==> config.mk <==
export PLATFORM = sky130hd
export DESIGN_NAME = stoch_var_node
export DESIGN_NICKNAME = d
export VERILOG_FILES = /design/src/rtl/rhs_vn_pkg.sv /design/src/rtl/llr_narrow.sv /design/src/rtl/vn_sum.sv /design/src/rtl/stoch_cmp.sv /design/src/rtl/stoch_var_node.sv
export SDC_FILE = /design/constraint.sdc
export NUM_CORES = 1
export LEC_CHECK = 0
export ABC_AREA = 1
export BUFFER_PORTS_ARGS = -buffer_cell sky130_fd_sc_hd__buf_2
export CAP_MARGIN = 20
export CORE_MARGIN = 5
export CORE_UTILIZATION = 50
export CTS_BUF_LIST = sky130_fd_sc_hd__clkbuf_8
export CTS_CLUSTER_SIZE = 28
export DETAILED_ROUTE_END_ITERATION = 16
export GPL_ROUTABILITY_DRIVEN = 0
export PLACE_DENSITY = 0.74
export SLEW_MARGIN = 30
export SYNTH_ARGS = -nofsm -noshare
export SYNTH_HDL_FRONTEND = slang
export SYNTH_SLANG_ARGS = --single-unit
==> constraint.sdc <==
create_clock -name clk -period 17.6 [get_ports clk]
set_clock_uncertainty 0.15 [all_clocks]
set_input_delay 1.76 -clock clk [delete_from_list [all_inputs] [get_ports clk]]
set_output_delay 1.76 -clock clk [all_outputs]
set_load 0.1 [all_outputs]
==> src/rtl/rhs_vn_pkg.sv <==
package rhs_vn_pkg;
    localparam int DEF_DV       = 6;
    localparam int DEF_LLR_W    = 5;
    localparam int DEF_TRK_W    = 12;
    localparam int DEF_TRK_FRAC = 6;

    function automatic int sat_int(input int v, input int lo, input int hi);
        if (v > hi)
            return hi;
        else if (v < lo)
            return lo;
        else
            return v;
    endfunction
endpackage

==> src/rtl/llr_narrow.sv <==
module llr_narrow
    import rhs_vn_pkg::*;
#(
    parameter int TRK_W    = DEF_TRK_W,
    parameter int TRK_FRAC = DEF_TRK_FRAC,
    parameter int LLR_W    = DEF_LLR_W
) (
    input  logic signed [TRK_W-1:0] trk_i,
    output logic signed [LLR_W-1:0] llr_o
);
    localparam int INT_W = TRK_W - TRK_FRAC;
    localparam int LO    = -(2 ** (LLR_W - 1));
    localparam int HI    = (2 ** (LLR_W - 1)) - 1;

    generate
        if (INT_W <= LLR_W) begin : g_fits
            always_comb begin
                int v;
                v     = int'(trk_i) >>> TRK_FRAC;
                llr_o = LLR_W'(v);
            end
        end else begin : g_clip
            always_comb begin
                int v;
                v     = int'(trk_i) >>> TRK_FRAC;
                llr_o = LLR_W'(sat_int(v, LO, HI));
            end
        end
    endgenerate
endmodule

==> src/rtl/vn_sum.sv <==
module vn_sum
    import rhs_vn_pkg::*;
#(
    parameter int DV    = DEF_DV,
    parameter int LLR_W = DEF_LLR_W,
    parameter int SUM_W = DEF_LLR_W + $clog2(DEF_DV + 1)
) (
    input  logic signed [LLR_W-1:0] chan_i,
    input  logic signed [LLR_W-1:0] edge_i [DV],
    output logic signed [SUM_W-1:0] tot_o,
    output logic signed [SUM_W-1:0] ext_o  [DV]
);
    localparam int EXT_W = SUM_W - LLR_W;

    logic signed [SUM_W-1:0] chan_x;
    logic signed [SUM_W-1:0] edge_x [DV];

    always_comb begin
        chan_x = {{EXT_W{chan_i[LLR_W-1]}}, chan_i};
        for (int k = 0; k < DV; k++)
            edge_x[k] = {{EXT_W{edge_i[k][LLR_W-1]}}, edge_i[k]};
    end

    always_comb begin
        tot_o = chan_x;
        for (int k = 0; k < DV; k++)
            tot_o = tot_o + edge_x[k];
    end

    always_comb begin
        for (int j = 0; j < DV; j++) begin
            ext_o[j] = chan_x;
            for (int k = 0; k < DV; k++)
                if (k != j)
                    ext_o[j] = ext_o[j] + edge_x[k];
        end
    end
endmodule

==> src/rtl/stoch_cmp.sv <==
module stoch_cmp
    import rhs_vn_pkg::*;
#(
    parameter int DV    = DEF_DV,
    parameter int LLR_W = DEF_LLR_W,
    parameter int SUM_W = DEF_LLR_W + $clog2(DEF_DV + 1)
) (
    input  logic signed [SUM_W-1:0] ext_i     [DV],
    input  logic signed [LLR_W-1:0] rnd_i,
    output logic signed [LLR_W-1:0] ext_sat_o [DV],
    output logic        [DV-1:0]    bit_o
);
    localparam int LO = -(2 ** (LLR_W - 1));
    localparam int HI = (2 ** (LLR_W - 1)) - 1;

    always_comb begin
        for (int j = 0; j < DV; j++) begin
            ext_sat_o[j] = LLR_W'(sat_int(int'(ext_i[j]), LO, HI));
            bit_o[j]     = (rnd_i > ext_sat_o[j]);
        end
    end
endmodule

==> src/rtl/stoch_var_node.sv <==
module stoch_var_node
    import rhs_vn_pkg::*;
#(
    parameter int DV       = DEF_DV,
    parameter int LLR_W    = DEF_LLR_W,
    parameter int TRK_W    = DEF_TRK_W,
    parameter int TRK_FRAC = DEF_TRK_FRAC
) (
    input  logic                    clk,
    input  logic                    rst_n,
    input  logic [LLR_W-1:0]        chan_llr,
    input  logic [DV*TRK_W-1:0]     trk_llr,
    input  logic [LLR_W-1:0]        rnd_llr,
    output logic [DV-1:0]           edge_bit,
    output logic                    hard_bit
);
    localparam int SUM_W = LLR_W + $clog2(DV + 1);

    typedef struct packed {
        logic [DV-1:0] bits;
        logic          hard;
    } vn_state_t;

    vn_state_t st_d, st_q;

    logic signed [LLR_W-1:0] narrow_w  [DV];
    logic signed [SUM_W-1:0] ext_w     [DV];
    logic signed [LLR_W-1:0] ext_sat_w [DV];
    logic signed [SUM_W-1:0] tot_w;
    logic        [DV-1:0]    cmp_bits_w;

    generate
        for (genvar k = 0; k < DV; k++) begin : g_edge
            llr_narrow #(
                .TRK_W   (TRK_W),
                .TRK_FRAC(TRK_FRAC),
                .LLR_W   (LLR_W)
            ) i_narrow (
                .trk_i(trk_llr[k*TRK_W +: TRK_W]),
                .llr_o(narrow_w[k])
            );
        end
    endgenerate

    vn_sum #(
        .DV   (DV),
        .LLR_W(LLR_W),
        .SUM_W(SUM_W)
    ) i_sum (
        .chan_i(chan_llr),
        .edge_i(narrow_w),
        .tot_o (tot_w),
        .ext_o (ext_w)
    );

    stoch_cmp #(
        .DV   (DV),
        .LLR_W(LLR_W),
        .SUM_W(SUM_W)
    ) i_cmp (
        .ext_i    (ext_w),
        .rnd_i    (rnd_llr),
        .ext_sat_o(ext_sat_w),
        .bit_o    (cmp_bits_w)
    );

    always_comb begin
        st_d      = st_q;
        st_d.bits = cmp_bits_w;
        st_d.hard = tot_w[SUM_W-1];
    end

    always_ff @(posedge clk) begin
        if (!rst_n)
            st_q <= '0;
        else
            st_q <= st_d;
    end

    assign edge_bit = st_q.bits;
    assign hard_bit = st_q.hard;

    generate
        for (genvar j = 0; j < DV; j++) begin : g_chk
            AST_NEG_EST_NEG: assert property (@(posedge clk) disable iff (!rst_n)
                $signed(trk_llr[j*TRK_W +: TRK_W]) < 0 |-> narrow_w[j] < 0);
            AST_EXT_EXCLUDES_OWN: assert property (@(posedge clk) disable iff (!rst_n)
                ext_w[j] == SUM_W'(tot_w - SUM_W'(narrow_w[j])));
            AST_TIE_GIVES_ZERO: assert property (@(posedge clk) disable iff (!rst_n)
                $signed(rnd_llr) == ext_sat_w[j] |=> !edge_bit[j]);
        end
    endgenerate

    AST_HARD_NEG: assert property (@(posedge clk) disable iff (!rst_n)
        tot_w < 0 |=> hard_bit);
    AST_HARD_NONNEG: assert property (@(posedge clk) disable iff (!rst_n)
        tot_w >= 0 |=> !hard_bit);
    AST_HOLD_STABLE: assert property (@(posedge clk) disable iff (!rst_n)
        $past(rst_n) && $stable(chan_llr) && $stable(trk_llr) && $stable(rnd_llr)
        |=> $stable(edge_bit) && $stable(hard_bit));
endmodule

==> results.sh <==
export IMPL_status="completed"
export IMPL_tritoncts_num_sinks=7
export IMPL_wire_per_inst_um=11.9
export IMPL_first_iter_violations=189
export IMPL_grt_util_met1=0.259
export IMPL_post_synth_inst_count=780
export IMPL_cp_depth=36
export IMPL_top_usage_layer="met2"
export IMPL_finalCriticalPeriod_ps=7900
export IMPL_critical_path_endpoint="edge_bit[4]"
export IMPL_yosys_most_used_dff="dfxtp_1"
export IMPL_edff_count_synth=0
export IMPL_number_of_antenna_violations_at_the_first_check_in_global_routing=0
export IMPL_cts_resized=0
export IMPL_io_buffers=54
export IMPL_drive_gt1_frac=0.0974
export IMPL_die_area_um2=13200
export IMPL_grt_pass1_wl_um=19700
export IMPL_drt_drc_violations_left=0
export IMPL_tightestPinTransition_ps=657
export IMPL_final_cell_mix="inv_1, nand2_1, ha_1"
export IMPL_placementRows=38
export IMPL_via_count=4737
export IMPL_slew_headroom=0.557
export IMPL_final_cell_area_um2=5980
export IMPL_first_pass_iters=5
export IMPL_critPathArrivalTime_ps=7860
export IMPL_placement_cell_area_um2=5940
export IMPL_cp_num_buf_inv=6
export IMPL_yosysUniqueCellTypes=34
export IMPL_layout_nets=1079
export IMPL_slew_violations=0
export IMPL_async_reset_ff_frac=0
export IMPL_tritoncts="built"
export IMPL_cts_hold_buffers_added=0
export IMPL_grt_max_degree=11
export IMPL_grt_pass1_vias=4519
export IMPL_mappedNetlistArea_um2=5520
export IMPL_final_hold_viol_count=0
export IMPL_met2_grt_util=0.305
export IMPL_grt_remaining_overflow=0
export IMPL_cts_root_to_sink_buffers=2
export IMPL_cts_htree_levels=1
export IMPL_cp_start_kind="input port"
export IMPL_critical_path_most_common_cell="nand2_1"
export IMPL_cell_type_of_the_slowest_stage_on_the_worst_timing_path="fa_1"
export IMPL_setup_tns_ps=0
export IMPL_worst_setup_path_startpoint="trk_llr[11]"
export IMPL_rsz0062_at_grt="false"
export IMPL_worstHoldPathType="in2reg"
export IMPL_whs_ps=1670
export IMPL_path_max_fanout=5
export IMPL_num_antenna_cells=0
export IMPL_die_w_um=115
export IMPL_top_level_ports=91
export IMPL_cts_setup_buffers=0
export IMPL_ant_nets=0
export IMPL_cts_buffers_inserted=3
export IMPL_totalWireLength_um=11600
export IMPL_cts_root_buf="clkbuf_8"
export IMPL_synth_yosys_warnings=0
export IMPL_cp_required_ps=17560
export IMPL_ratio_of_routed_vias_to_standard_cells=4.87
export IMPL_drv_cap=0
export IMPL_place_detailed_hpwl_um=10800
export IMPL_crit_path_end_kind="register"
export IMPL_report_final_setup_viol=0
export IMPL_mostFrequentLayoutCell="inv_1"
export IMPL_post_route_period_util=0.449
export IMPL_post_synth_cell_area_avg_um2=7.07
export IMPL_seq_area_frac_synth=0.0254
export IMPL_final_setup_worst_slack_ps=9700
export IMPL_start_util=0.509
export IMPL_areaGrowthSynthToFinish_pct=8.48
export IMPL_ys_seq_elements=7
export IMPL_die_height_um=115
export IMPL_path_clk_slew_ps=40
export IMPL_max_clock_freq_mhz=127
export IMPL_worstSetupPathType="in2reg"
export IMPL_floorplan_core_area_um2=10800
export IMPL_cpPeakStageDelay_ps=550
export IMPL_synthesis_nets=1026
export IMPL_critical_path_top_delay_family="adder cells"
export IMPL_grt_util_all_layers=0.179
export IMPL_place_ws_ps=9510
export IMPL_gr_usage_met3=0.00947
-- synth_stat cells, types with 3 or more instances --
| library cell | n | area (um^2) |
|---|---|---|
| nand2_4 | 3 | 33.8 |
| a31oi_1 | 6 | 37.5 |
| ha_1 | 115 | 1440 |
| a21oi_1 | 55 | 275 |
| o211ai_1 | 4 | 30.0 |
| nand2_1 | 150 | 563 |
| a21o_1 | 3 | 22.5 |
| o21ai_0 | 37 | 185 |
| nand4_1 | 8 | 50.1 |
| fa_1 | 47 | 941 |
| nor2_1 | 36 | 135 |
| nand3_2 | 7 | 70.1 |
| nand2_2 | 9 | 56.3 |
| clkbuf_1 | 6 | 22.5 |
| nand3_1 | 32 | 160 |
| dfxtp_1 | 7 | 140 |
| o21bai_1 | 5 | 37.5 |
| inv_1 | 173 | 649 |
| xnor2_1 | 22 | 193 |
| xor2_1 | 34 | 298 |
-- how the worst min path moves through the flow --
stage / startpoint / to / slack, ps / cells after the start
3_3_place_gp: rst_n / hard_bit / 1910 / 3
2_1_floorplan: rst_n / hard_bit / 1730 / 2
5_1_grt: rst_n / hard_bit / 1700 / 3
6_report: rst_n / hard_bit / 1670 / 3
3_5_place_dp: rst_n / hard_bit / 1910 / 3
4_1_cts: rst_n / hard_bit / 1680 / 3
-- logic make-up after synthesis --
logic type / after synthesis / share of synthesized area
AND/OR/NAND/NOR: 255 / 0.207
flip-flops: 7 / 0.0254
buffers and inverters: 179 / 0.122
AO/OA/AOI/OAI: 119 / 0.120
XOR/XNOR: 58 / 0.0948
adder cells (fa/ha/maj): 162 / 0.431
-- sequential cells by signal, indices dropped and copies added, names as in the netlist --
signal    count
hard_bit      1
edge_bit      6
-- layer usage --
metal	wire length [um]	part of all wire
met2	5180	0.45
met5	0	0
met3	421	0.036
met4	30	0.0026
met1	5970	0.51
-- area by class of cell --
class,count,area (um^2)
Timing Repair Buffer,54,270
Sequential cell,7,140
Fill cell,1075,4860
Inverter,173,649
Tap cell,140,175
Clock buffer,3,41.3
Multi-Input combinational cell,594,4700
Clock inverter,1,3.75
-- stage by stage --
| step | instances | utilization |
|---|---|---|
| CTS | 972 | 0.552 |
| detailed placement | 968 | 0.548 |
| global placement | 968 | 0.548 |
| floorplan | 780 | - |
| global route | 972 | 0.552 |
| finish | 972 | 0.552 |
Power is not shown: default switching activity piles up to over one toggle a cycle in this logic, so the estimate is an artifact.
